[config.mk]
export PLATFORM = sky130hd
export DESIGN_NAME = irq_agg
export DESIGN_NICKNAME = d
export VERILOG_FILES = /design/src/rtl/irq_agg_pkg.sv /design/src/rtl/irq_en_reg.sv /design/src/rtl/irq_pend_cell.sv /design/src/rtl/irq_merge.sv /design/src/rtl/irq_agg.sv
export SDC_FILE = /design/constraint.sdc
export NUM_CORES = 1
export LEC_CHECK = 0
export BUFFER_PORTS_ARGS = -buffer_cell sky130_fd_sc_hd__buf_2
export CORE_AREA = 8 8 45 47
export DETAILED_ROUTE_END_ITERATION = 8
export DIE_AREA = 0 0 53 55
export SYNTH_ARGS = -nofsm -noshare
export SYNTH_HDL_FRONTEND = slang
export SYNTH_SLANG_ARGS = --single-unit
[constraint.sdc]
create_clock -name clk_i -period 1.5 [get_ports clk_i]
set_input_delay 0.15 -clock clk_i [delete_from_list [all_inputs] [get_ports clk_i]]
set_output_delay 0.15 -clock clk_i [all_outputs]
set_load 0.02 [all_outputs]
[src/rtl/irq_agg_pkg.sv]
package irq_agg_pkg;
  localparam int NUM_COND = 4;
  localparam int SEL_W = $clog2(NUM_COND);
  localparam int COND_RESULT = 2;
  localparam int COND_STORE = 3;

  typedef enum logic [1:0] {
    CLR_PLAIN  = 2'd0,
    CLR_RESULT = 2'd1,
    CLR_STORE  = 2'd2
  } clr_mode_e;

  function automatic clr_mode_e mode_of(int idx);
    if (idx == COND_RESULT) return CLR_RESULT;
    if (idx == COND_STORE) return CLR_STORE;
    return CLR_PLAIN;
  endfunction
endpackage

[src/rtl/irq_en_reg.sv]
module irq_en_reg
  import irq_agg_pkg::*;
(
  input  logic                clk_i,
  input  logic                rst_ni,
  input  logic                we_i,
  input  logic [NUM_COND-1:0] wdata_i,
  output logic [NUM_COND-1:0] en_o
);
  always_ff @(posedge clk_i or negedge rst_ni) begin
    if (!rst_ni) en_o <= '0;
    else if (we_i) en_o <= wdata_i;
  end


  en_hold_chk: assert property (@(posedge clk_i) disable iff (!rst_ni)
    !we_i |=> $stable(en_o));
endmodule

[src/rtl/irq_pend_cell.sv]
module irq_pend_cell
  import irq_agg_pkg::*;
#(
  parameter int        IDX  = 0,
  parameter clr_mode_e MODE = CLR_PLAIN
) (
  input  logic             clk_i,
  input  logic             rst_ni,
  input  logic             evt_i,
  input  logic             rd_stb_i,
  input  logic [SEL_W-1:0] rd_sel_i,
  input  logic             qual_ok_i,
  output logic             pend_o
);
  logic hit, clr;

  assign hit = rd_stb_i && (rd_sel_i == SEL_W'(IDX));

  generate
    if (MODE == CLR_PLAIN) begin : g_plain
      assign clr = pend_o && hit;


      plain_clr_chk: assert property (@(posedge clk_i) disable iff (!rst_ni)
        pend_o && hit && !evt_i |=> !pend_o);

      plain_hold_chk: assert property (@(posedge clk_i) disable iff (!rst_ni)
        pend_o && !hit |=> pend_o);
    end else begin : g_qual
      logic arm_q;
      // read arms the clear; it completes once the qualifier allows
      assign clr = pend_o && (hit || arm_q) && qual_ok_i;

      always_ff @(posedge clk_i or negedge rst_ni) begin
        if (!rst_ni) arm_q <= 1'b0;
        else if (clr) arm_q <= 1'b0;
        else if (hit && pend_o) arm_q <= 1'b1;
      end


      qual_hold_chk: assert property (@(posedge clk_i) disable iff (!rst_ni)
        pend_o && !qual_ok_i |=> pend_o);

      no_arm_idle_chk: assert property (@(posedge clk_i) disable iff (!rst_ni)
        !pend_o && !arm_q |=> !arm_q);
    end
  endgenerate

  always_ff @(posedge clk_i or negedge rst_ni) begin
    if (!rst_ni) pend_o <= 1'b0;
    else pend_o <= evt_i || (pend_o && !clr);
  end


  set_wins_chk: assert property (@(posedge clk_i) disable iff (!rst_ni)
    evt_i |=> pend_o);
endmodule

[src/rtl/irq_merge.sv]
module irq_merge
  import irq_agg_pkg::*;
(
  input  logic [NUM_COND-1:0] pend_i,
  input  logic [NUM_COND-1:0] en_i,
  output logic                irq_no_o
);
  assign irq_no_o = ~|(pend_i & en_i);
endmodule

[src/rtl/irq_agg.sv]
module irq_agg
  import irq_agg_pkg::*;
#(
  parameter int RES_W = 8
) (
  input  logic                clk_i,
  input  logic                rst_ni,
  input  logic                cfg_we_i,
  input  logic [NUM_COND-1:0] cfg_en_i,
  input  logic [NUM_COND-1:0] evt_i,
  input  logic                rd_stb_i,
  input  logic [SEL_W-1:0]    rd_sel_i,
  input  logic [RES_W-1:0]    res_left_i,
  input  logic                store_full_i,
  output logic                irq_no_o
);
  logic [NUM_COND-1:0] en, pend, qual;

  irq_en_reg i_en (
    .clk_i   (clk_i),
    .rst_ni  (rst_ni),
    .we_i    (cfg_we_i),
    .wdata_i (cfg_en_i),
    .en_o    (en)
  );

  for (genvar k = 0; k < NUM_COND; k++) begin : g_cond
    localparam clr_mode_e M = mode_of(k);
    if (M == CLR_RESULT) begin : g_q
      assign qual[k] = (res_left_i == '0);
    end else if (M == CLR_STORE) begin : g_q
      assign qual[k] = !store_full_i;
    end else begin : g_q
      assign qual[k] = 1'b1;
    end

    irq_pend_cell #(.IDX(k), .MODE(M)) i_cell (
      .clk_i     (clk_i),
      .rst_ni    (rst_ni),
      .evt_i     (evt_i[k]),
      .rd_stb_i  (rd_stb_i),
      .rd_sel_i  (rd_sel_i),
      .qual_ok_i (qual[k]),
      .pend_o    (pend[k])
    );
  end

  irq_merge i_merge (
    .pend_i   (pend),
    .en_i     (en),
    .irq_no_o (irq_no_o)
  );


  masked_idle_chk: assert property (@(posedge clk_i) disable iff (!rst_ni)
    (en == '0) |-> irq_no_o);

  pend_drive_chk: assert property (@(posedge clk_i) disable iff (!rst_ni)
    !irq_no_o |-> (pend != '0));
endmodule

-- Word level (Yosys, flattened, before mapping)
Index checks and enable logic that the tools add are counted.
- equality and inequality tests: 3
- bitwise logic cells: 1
- reductions and logical operators: 33
- mux-type cells: 4
- operators by type and width (cell ; count):
    1-bit logical AND ; 16
    8-bit logical NOT ; 1
    1-bit logical NOT ; 6
    1-bit logical OR ; 6
    4-bit bitwise AND ; 1
    2-bit == test (second input constant) ; 2
    1-bit two-way mux ; 4
    2-bit nonzero test ; 2
    4-bit OR reduction ; 1
    2-bit by 1-bit == test with 1-bit output (second input constant) ; 1
    2-bit logical NOT ; 1
- output and inout port bits: 1
- register bits after elaboration: 10
- input bits: 23

-- Longest topological paths before layout
Gate-level depths: netlist of run 1.
- word-level depth: 8
- mapped depth: 3
- mapped depth without buffers: 3

-- Hierarchy
From an unflattened synthesis of run 1, not the netlist that was laid out.
- cells, all modules: 37
- area, all modules: 454.2 um^2
- modules (own cells, without submodules) (module ; cells each ; area an instance (um^2) ; sequential area each (um^2) ; times used):
    irq_en_reg ; 8 ; 145.1 ; 100.1 ; 1
    irq_pend_cell at g_cond[2].i_cell ; 7 ; 90.1 ; 50.0 ; 1
    irq_pend_cell at g_cond[3].i_cell ; 7 ; 82.6 ; 50.0 ; 1
    irq_pend_cell at g_cond[0].i_cell ; 4 ; 47.5 ; 25.0 ; 1
    irq_pend_cell at g_cond[1].i_cell ; 4 ; 38.8 ; 25.0 ; 1
    irq_agg ; 5 ; 26.3 ; 0.0 ; 1
    irq_merge ; 2 ; 23.8 ; 0.0 ; 1

-- Least setup slack after synthesis of run 1
Ideal clock, no wire load.
- path type: reg-to-output
- from: register i_en.en_o[0]
- to: output irq_no_o
- path buffers: 0
- arrival: 1.129 ns
- setup slack: 0.221 ns
- cell stages (with the launch flop): 3
- data required time: 1.350 ns
- cell sequence: dfrtp_1 a22o_1 a221oi_1
- cells in the longest elaborated chain, start to end: 3
- ends and longest elaborated chain (element ; line ; RTL):
    start: declaration ; irq_en_reg.sv:8 ; output logic [NUM_COND-1:0] en_o
    start signal: assignment ; irq_en_reg.sv:12 ; else if (we_i) en_o <= wdata_i;
    4-bit bitwise AND ; irq_merge.sv:8 ; assign irq_no_o = ~|(pend_i & en_i);
    4-bit OR reduction ; irq_merge.sv:8 ;
    1-bit logical NOT ; irq_merge.sv:8 ;
    end: declaration ; irq_agg.sv:15 ; output logic irq_no_o
Every way passes these cells.

-- Worst setup path after layout of run 1
Ends and elaborated chain as after synthesis.

==> results of run 1 <==
[worst max-delay path by stage]
stage / endpoint / slack, ps / cells after the start
final: irq_no_o / 120 / 3
after global routing: irq_no_o / 50 / 3
after CTS: irq_no_o / 60 / 3
after floorplan: irq_no_o / 220 / 2
after detailed placement: irq_no_o / 360 / 3
after global placement: irq_no_o / 380 / 3
[cells in the final DEF (no fill, tap or decap)]
master / Yosys / routed
a21o_1: 1 / 1
a21oi_1: 1 / 1
a221o_1: 1 / 1
a221oi_2: 0 / 1
a22o_1: 1 / 1
a31oi_1: 1 / 1
a41oi_1: 1 / 1
buf_2: 0 / 23
clkbuf_4: 0 / 3
clkbuf_8: 0 / 1
dfrtp_1: 10 / 10
dlygate4sd3_1: 0 / 1
inv_1: 2 / 2
mux2_2: 4 / 4
nand2_1: 1 / 1
nand2b_1: 2 / 2
nand3b_1: 1 / 1
nand4b_1: 1 / 1
nor2_1: 2 / 2
nor3_1: 1 / 1
nor4_2: 1 / 1
o21a_1: 1 / 1
o21ai_0: 2 / 2
or3b_1: 1 / 1
[power by group through the flow]
stage / Clock (mW) / Sequential, mW / Combinational, mW
4_1_cts: 0.253 / 0.299 / 0.0804
6_report: 0.239 / 0.300 / 0.0800
3_5_place_dp: 0 / 0.304 / 0.0783
5_1_grt: 0.264 / 0.302 / 0.0906
2_1_floorplan: 0 / 0.300 / 0.0345
3_3_place_gp: 0 / 0.303 / 0.0769
[cells in the mapped netlist]
| library cell | count | area share [%] |
|---|---|---|
| a21o_1 | 1 | 1.7 |
| a21oi_1 | 1 | 1.1 |
| a221o_1 | 1 | 2.3 |
| a221oi_1 | 1 | 2.0 |
| a22o_1 | 1 | 2.0 |
| a31oi_1 | 1 | 1.4 |
| a41oi_1 | 1 | 2.0 |
| dfrtp_1 | 10 | 57 |
| inv_1 | 2 | 1.7 |
| mux2_2 | 4 | 10 |
| nand2_1 | 1 | 0.85 |
| nand2b_1 | 2 | 2.8 |
| nand3b_1 | 1 | 1.7 |
| nand4b_1 | 1 | 2.0 |
| nor2_1 | 2 | 1.7 |
| nor3_1 | 1 | 1.1 |
| nor4_2 | 1 | 2.8 |
| o21a_1 | 1 | 1.7 |
| o21ai_0 | 2 | 2.3 |
| or3b_1 | 1 | 2.0 |
[sequential cells by signal, summed over array words and instances, names as in the netlist]
| name | flops |
|---|---|
| g_cond.i_cell.g_qual.arm_q | 2 |
| g_cond.i_cell.pend_o | 4 |
| i_en.en_o | 4 |
[logic make-up after synthesis]
group,Yosys count,share of synthesized area (%)
compound gates,10,16.4
flops,10,56.7
simple gates,10,15.0
mux,4,10.2
buf+inv,2,1.70
[through the flow]
step | area [µm²] | util, % | setup WS [ps]
2_1_floorplan | 442 | - | 221
3_3_place_gp | 577 | 41.7 | 379
4_1_cts | 623 | 45.0 | 63.1
3_5_place_dp | 577 | 41.7 | 364
5_1_grt | 629 | 45.5 | 45.1
6_report | 629 | 45.5 | 121
[worst reg2reg max path, delay by kind of cell, from the launching register on]
family / cells / cell delay [ps]
DFF: 1 / 420
AOI/OAI and AO/OA: 1 / 340
buffers and inverters: 1 / 90
and+or+nand+nor: 1 / 40
[timing repair]
action | CTS | global route
hold endpoints to repair | 10 | 0
setup endpoints to repair | 0 | 1
gates resized for setup | 0 | 1
hold buffers | 1 | 0
[routing by layer]
layer / routed length (µm) / part of all wire [%]
met4: 17 / 1.6
met3: 103 / 10
met2: 485 / 47
met1: 428 / 41
met5: 0 / 0
[area by class of cell]
| class | count | area, µm² | share of cell area, % |
|---|---|---|---|
| Clock buffer | 4 | 36.3 | 5.77 |
| Inverter | 2 | 7.51 | 1.19 |
| Multi-Input combinational cell | 24 | 190 | 30.2 |
| Sequential cell | 10 | 250 | 39.8 |
| Tap cell | 16 | 20.0 | 3.18 |
| Timing Repair Buffer | 24 | 125 | 19.9 |
==> run metrics, run 1 <==
chip height=55 µm; total power=619 µW; largest net degree at the start of global routing=11; R2R depth=3; Critical R2R Launch=g_cond[2].i_cell.pend_o$_DFF_PN0_; Root Driver=clkbuf_4; diodes inserted=0; Non-Filler Instances=80; combinational share of power=12.9%; Total Wirelength=1.04 mm; sw power=136 µW; Slowest cell on crit path=dfrtp_1; switching part of the total=22.0%; site row count=14; peak supply drop=0.452 mV; syn_nets=59; FMAX=0.725 GHz; Tmin final=1380 ps; CP max FO=2; core area=0.00138 mm²; CTS buffer count=3; internal power component=483 µW; die width=53 µm; initial core utilization=31.9%; post-DP HPWL=865 µm; final-report max-slew violation count=0; R2R Setup Slk=480 ps; clk sinks=10; hold-critical path depth=2; GRT Resource Usage Total=7.82%; Max Cap Viol=0; Clock Pin Slew Worst Setup and Hold Paths=70 ps; Power Density=983 mW/mm²; 1st-iter DRT viols=2; hold_ws=67.8 ps; DRT Pass-1 Iters=4; Setup Total Neg Slack=0 ps; CP startpoint kind=flip-flop; Hold Path Class=input pin to flip-flop; CTS tree=built; Final period util=91.9%; CP Cell Sequence=a22o_1 -> a221oi_2 -> buf_2; die area=0.00292 mm²; vias per std cell=4.90; post-synth cell types=20; vias post-DR=392; RSZ-0062 raised after global routing=false; cell leakage power=0.295 nW; Worst-Margin Slew=225 ps; max incr delay on CP=380 ps; gr busiest metal=met2; vias in the first global route=401; max_slew headroom=85.0%; met3 Resource Use GR=6.15%; syn avg cell area=12.3 µm²; critical path class=flip-flop to output pin; DRC Markers=0; area grow syn2layout=42.5%; Top delay family on crit path=compound AO/OA/AOI/OAI gates; GP Congestion=0.688; Port Buf Inserts=23; met2 GRT Util=11.1%; Mapped Area=442 µm²; post-CTS setup buffers=0; CTS Buffer Depth=2; sequential area share after synthesis=56.7%; crit path from=i_en.en_o[0]$_DFFE_PN0P_; Clk pwr share=38.6%; Hold EP=g_cond[1].i_cell.pend_o$_DFF_PN0_; Worst setup EP type=output pin; drt wl/cell=12.9 µm; met1 Use GR=8.23%; fin nets=88; Flop pwr share=48.5%; status=finished, final reports clean; post-route ant nets=0; grt ovf=0; #FFs+latches synth=10; Syn. warnings=0; Worst EP arrival=1230 ps; final setup fails=0; fillers=135; first-pass GRT wire length=1.64 mm; Clock Skews=3.06 ps; worst path bufs/invs=1; R2R Path End=g_cond[2].i_cell.pend_o$_DFF_PN0_; Fin. Hold Viols=0; clk_lat worst skew=260 ps; min-delay src=evt_i[1]; Worst Path Required=1350 ps; Post-Synthesis Cells=36; initial antenna violation count=0; total number of H-tree levels=1; IO Count=24; share of layout cells above drive strength 1=51.6%; Placed Instances=75
Power figures use the tool's default switching activity.
==> run 2, diff against run 1 <==
- CELL_PAD_IN_SITES_DETAIL_PLACEMENT: not set -> 0
- CELL_PAD_IN_SITES_GLOBAL_PLACEMENT: not set -> 1
- CORE_AREA: 8 8 45 47 -> not set
- CORE_MARGIN: not set -> 8
- CORE_UTILIZATION: not set -> 32
- DIE_AREA: 0 0 53 55 -> not set
- PLACE_DENSITY_LB_ADDON: not set -> 0.1
==> run metrics, run 2 (synthesis gave the netlist of run 1 again) <==
hold_ws=58.8 ps (was 67.8 ps); Worst EP arrival=1250 ps (was 1230 ps); peak supply drop=0.602 mV (was 0.452 mV); Port Buf Inserts=23 (unchanged); area grow syn2layout=42.2% (was 42.5%); CTS tree=built (unchanged); critical path class=flip-flop to output pin (unchanged); diodes inserted=0 (unchanged); largest net degree at the start of global routing=11 (unchanged); Max Cap Viol=0 (unchanged); max incr delay on CP=380 ps (about the same); CP startpoint kind=flip-flop (unchanged); total number of H-tree levels=1 (unchanged); post-CTS setup buffers=0 (unchanged); initial core utilization=33.9% (was 31.9%); GP Congestion=0.657 (was 0.688); status=finished, final reports clean (unchanged); DRT Pass-1 Iters=3 (was 4); grt ovf=0 (unchanged); site row count=13 (was 14); Critical R2R Launch=g_cond[2].i_cell.pend_o$_DFF_PN0_ (unchanged); Fin. Hold Viols=0 (unchanged); commonest cells after routing, fill and taps aside=buf_2 (23), dfrtp_1 (10), mux2_2 (4) (unchanged); Largest regs=g_cond.i_cell.pend_o: 4 flops, i_en.en_o: 4 flops, g_cond.i_cell.g_qual.arm_q: 2 flops (unchanged); FMAX=0.714 GHz (was 0.725 GHz); CTS buffer count=3 (unchanged); Worst Path Required=1350 ps (about the same); clk_lat worst skew=260 ps (about the same); CTS Buffer Depth=2 (unchanged); initial antenna violation count=0 (unchanged); max_slew headroom=83.8% (was 85.0%); vias post-DR=384 (was 392); min-delay src=evt_i[0] (was evt_i[1]); RSZ-0062 raised after global routing=false (unchanged); clk sinks=10 (unchanged); first-pass GRT wire length=1.59 mm (was 1.64 mm); total power=623 µW (was 619 µW); Hold Path Class=input pin to flip-flop (unchanged); drt wl/cell=13.4 µm (was 12.9 µm); Power Density=992 mW/mm² (was 983 mW/mm²); commonest non-fill, non-tap cell in the layout=buf_2 (unchanged); Final Util=48.3% (was 45.5%); chip height=53.2 µm (was 55 µm); Clock Pin Slew Worst Setup and Hold Paths=70 ps (about the same); GRT Resource Usage Total=7.66% (was 7.82%); IO Count=24 (unchanged); crit path from=i_en.en_o[0]$_DFFE_PN0P_ (unchanged); cell leakage power=0.295 nW (unchanged); Worst setup EP type=output pin (unchanged); fin nets=88 (unchanged); Slowest cell on crit path=dfrtp_1 (unchanged); die area=0.00282 mm² (was 0.00292 mm²); DRC Markers=0 (unchanged); vias in the first global route=372 (was 401); Worst-Margin Slew=243 ps (was 225 ps); final setup fails=0 (unchanged); Final period util=93.4% (was 91.9%); core area=0.00130 mm² (was 0.00138 mm²); Total Wirelength=1.06 mm (was 1.04 mm); CP max FO=2 (unchanged); die width=53.2 µm (was 53 µm); Root Driver=clkbuf_4 (unchanged); Setup Total Neg Slack=0 ps (unchanged); Tmin final=1400 ps (was 1380 ps); 1st-iter DRT viols=3 (was 2); CP Cell Sequence=a22o_1 -> a221oi_2 -> buf_2 (unchanged); share of layout cells above drive strength 1=51.6% (unchanged); Clock Skews=0.143 ps (was 3.06 ps); vias per std cell=4.86 (was 4.90); post-route ant nets=0 (unchanged); final-report max-slew violation count=0 (unchanged)
-- run 2: cell counts in the layout (fill, tap and decap cells not counted) --
No cell type changed its count.
-- run 2: power by group --
part | total, mW | switching (mW) | internal [mW]
clock network | 0.243 | 0.0954 | 0.147
logic | 0.0807 | 0.0332 | 0.0475
registers | 0.300 | 0.0118 | 0.288
-- run 2: path summary, 6_finish.rpt --
path / endpoint / depth (start not counted) / slack [ps]
min in group asynchronous: i_en.en_o[3]$_DFFE_PN0P_ / 2 / 280
min: g_cond[0].i_cell.pend_o$_DFF_PN0_ / 2 / 60
min reg2reg: g_cond[0].i_cell.pend_o$_DFF_PN0_ / 1 / 480
max reg2reg: g_cond[2].i_cell.pend_o$_DFF_PN0_ / 3 / 510
max: irq_no_o / 3 / 100
max in group asynchronous: g_cond[2].i_cell.g_qual.arm_q$_DFFE_PN0P_ / 2 / 1020
-- run 2: layout make-up --
type	instances	area (µm²)
Clock buffer	4	36.3
Tap cell	15	18.8
Sequential cell	10	250
Multi-Input combinational cell	24	190
Inverter	2	7.51
Timing Repair Buffer	24	125
Fill cell	133	673
-- run 2: per-layer routing --
layer / global-route usage [%] / routed length, µm
met4: 5.04 / 8
met3: 5.04 / 140
met5: 0 / 0
met2: 9.18 / 435
met1: 9.52 / 471
-- run 2: stage by stage --
step | instances | instance area (µm²) | setup slack (ps)
final | 79 | 628 | 99.7
after global routing | 79 | 628 | 1.57
after CTS | 79 | 622 | 36.5
after detailed placement | 74 | 576 | 335
after global placement | 74 | 576 | 369
after floorplan | 36 | 442 | 221
-- run 2: what timing repair did --
action / CTS / global route
endpoints found under the setup margin: 0 / 1
endpoints found under the hold margin: 10 / 0
gates resized for setup: 0 / 1
hold buffers: 1 / 0
-- run 2: worst max-delay path: cells and delay by family, from the launching register on --
family	cells	cell delay, ps
compound gates	2	410
flops	1	380
buf+inv	1	200
==> run 3, diff against run 2 <==
- BUFFER_PORTS_ARGS: -buffer_cell sky130_fd_sc_hd__buf_2 -> not set
- CORE_AREA: not set -> 8 8 45 47
- CORE_MARGIN: 8 -> not set
- CORE_UTILIZATION: 32 -> not set
- DIE_AREA: not set -> 0 0 53 55
- DONT_BUFFER_PORTS: not set -> 1
==> run metrics, run 3 (synthesis gave the netlist of run 1 again) <==
clk_lat worst skew=260 ps (about the same); Worst-Margin Slew=439 ps (was 243 ps); Fin. Hold Viols=0 (unchanged); Hold Path Class=input pin to flip-flop (unchanged); R2R Setup Slk=510 ps (about the same); Largest regs=g_cond.i_cell.pend_o: 4 flops, i_en.en_o: 4 flops, g_cond.i_cell.g_qual.arm_q: 2 flops (unchanged); final-report max-slew violation count=0 (unchanged); chip height=55 µm (was 53.2 µm); grt ovf=0 (unchanged); commonest non-fill, non-tap cell in the layout=dfrtp_1 (was buf_2); CTS buffer count=3 (unchanged); CP max FO=2 (unchanged); vias per std cell=5.18 (was 4.86); vias post-DR=316 (was 384); Max Cap Viol=0 (unchanged); RSZ-0062 raised after global routing=false (unchanged); hold-critical path depth=2 (unchanged); cell leakage power=0.217 nW (was 0.295 nW); area grow syn2layout=22.7% (was 42.2%); switching part of the total=21.8% (was 22.5%); site row count=14 (was 13); Clock Skews=0.0625 ps (was 0.143 ps); drt wl/cell=16.5 µm (was 13.4 µm); Placed Instances=53 (was 74); Flop pwr share=56.2% (was 48.1%); fin nets=70 (was 88); initial antenna violation count=0 (unchanged); GP Congestion=0.657 (about the same); R2R depth=3 (unchanged); Setup Total Neg Slack=0 ps (unchanged); Worst Path Required=1350 ps (about the same); die width=53 µm (was 53.2 µm); Root Driver=clkbuf_4 (unchanged); final setup fails=0 (unchanged); commonest cells after routing, fill and taps aside=dfrtp_1 (10), dlygate4sd3_1 (5), mux2_2 (4) (was buf_2 (23), dfrtp_1 (10), mux2_2 (4)); # resized after CTS=0 (unchanged); 1st-iter DRT viols=1 (was 3); status=finished, final reports clean (unchanged); crit path from=i_en.en_o[0]$_DFFE_PN0P_ (unchanged); combinational share of power=10.5% (was 12.9%); peak supply drop=0.379 mV (was 0.602 mV); Power Density=981 mW/mm² (was 992 mW/mm²); Tmin final=1430 ps (was 1400 ps); Worst EP arrival=1280 ps (was 1250 ps); Non-Filler Instances=61 (was 79); internal power component=416 µW (was 483 µW); Critical R2R Launch=g_cond[2].i_cell.pend_o$_DFF_PN0_ (unchanged); post-DP HPWL=867 µm; Port Buf Inserts=0 (was 23); FMAX=0.698 GHz (was 0.714 GHz); post-route ant nets=0 (unchanged); first-pass GRT wire length=1.67 mm (was 1.59 mm); vias in the first global route=381 (was 372); Worst setup EP type=output pin (unchanged); Final period util=95.6% (was 93.4%); sw power=116 µW (was 140 µW); die area=0.00292 mm² (was 0.00282 mm²); GRT Resource Usage Total=8.05% (was 7.66%); clk sinks=10 (unchanged); core area=0.00138 mm² (was 0.00130 mm²); Clock Pin Slew Worst Setup and Hold Paths=60 ps (was 70 ps); max_slew headroom=70.6% (was 83.8%); R2R Path End=g_cond[2].i_cell.pend_o$_DFF_PN0_ (unchanged); Hold EP=g_cond[3].i_cell.g_qual.arm_q$_DFFE_PN0P_ (was g_cond[0].i_cell.pend_o$_DFF_PN0_); largest net degree at the start of global routing=11 (unchanged); CTS tree=built (unchanged); initial core utilization=31.9% (was 33.9%); Total Wirelength=1.01 mm (was 1.06 mm); diodes inserted=0 (unchanged); CP startpoint kind=flip-flop (unchanged); Clk pwr share=33.3% (was 39.0%); DRT Pass-1 Iters=2 (was 3); total number of H-tree levels=1 (unchanged); IO Count=24 (unchanged); CTS Buffer Depth=2 (unchanged); DRC Markers=0 (unchanged); min-delay src=store_full_i (was evt_i[0]); critical path class=flip-flop to output pin (unchanged); share of layout cells above drive strength 1=20.0% (was 51.6%)
-- run 3: worst max-delay path: stages (launching register included) --
cell and delay (ps):
dfrtp_1 370, a22o_1 230, a221oi_1 220, buf_4 190
-- run 3: power groups by stage --
stage,clock (mW),sequential [mW],combinational [mW]
floorplan,0,0.300,0.0345
global placement,0,0.303,0.0401
detailed placement,0,0.304,0.0415
CTS,0.184,0.299,0.0570
global route,0.205,0.301,0.0619
finish,0.177,0.299,0.0557
-- run 3: worst max path at each step --
stage | end | cells after the start
6_report | irq_no_o | 3
5_1_grt | irq_no_o | 3
4_1_cts | irq_no_o | 3
3_5_place_dp | irq_no_o | 3
3_3_place_gp | irq_no_o | 3
2_1_floorplan | irq_no_o | 2
-- run 3: through the flow --
step           hold WS, ps  utilization (%)  total power, mW  worst slack (ps)  instance area, µm²
4_1_cts               15.0             39.2            0.540              69.4                 542
6_report              19.5             39.2            0.532              66.5                 542
3_5_place_dp          -145             33.9            0.346               358                 469
5_1_grt               22.2             39.2            0.568              3.42                 542
3_3_place_gp          -145             33.9            0.343               381                 469
2_1_floorplan         -146                -            0.335               221                 442
-- run 3: what timing repair did --
action	CTS	global route
endpoints found under the hold margin	14	0
hold buffers	5	0
buffers inserted	0	0
-- run 3: layout make-up --
type	instances	area (µm²)
timing repair buffer	6	57.6
inverter	2	7.51
fill	143	842
clock buffer	3	22.5
multi-input combinational	24	184
tap	16	20.0
sequential	10	250
-- run 3: per-layer routing --
| metal | vias to the layer above | routed length, µm | global-route usage [%] |
|---|---|---|---|
| li1 | 155 | - | - |
| met4 | 0 | 19 | 5.17 |
| met3 | 2 | 108 | 4.81 |
| met1 | 143 | 383 | 7.80 |
| met2 | 16 | 496 | 12.9 |
| met5 | - | 0 | 0 |
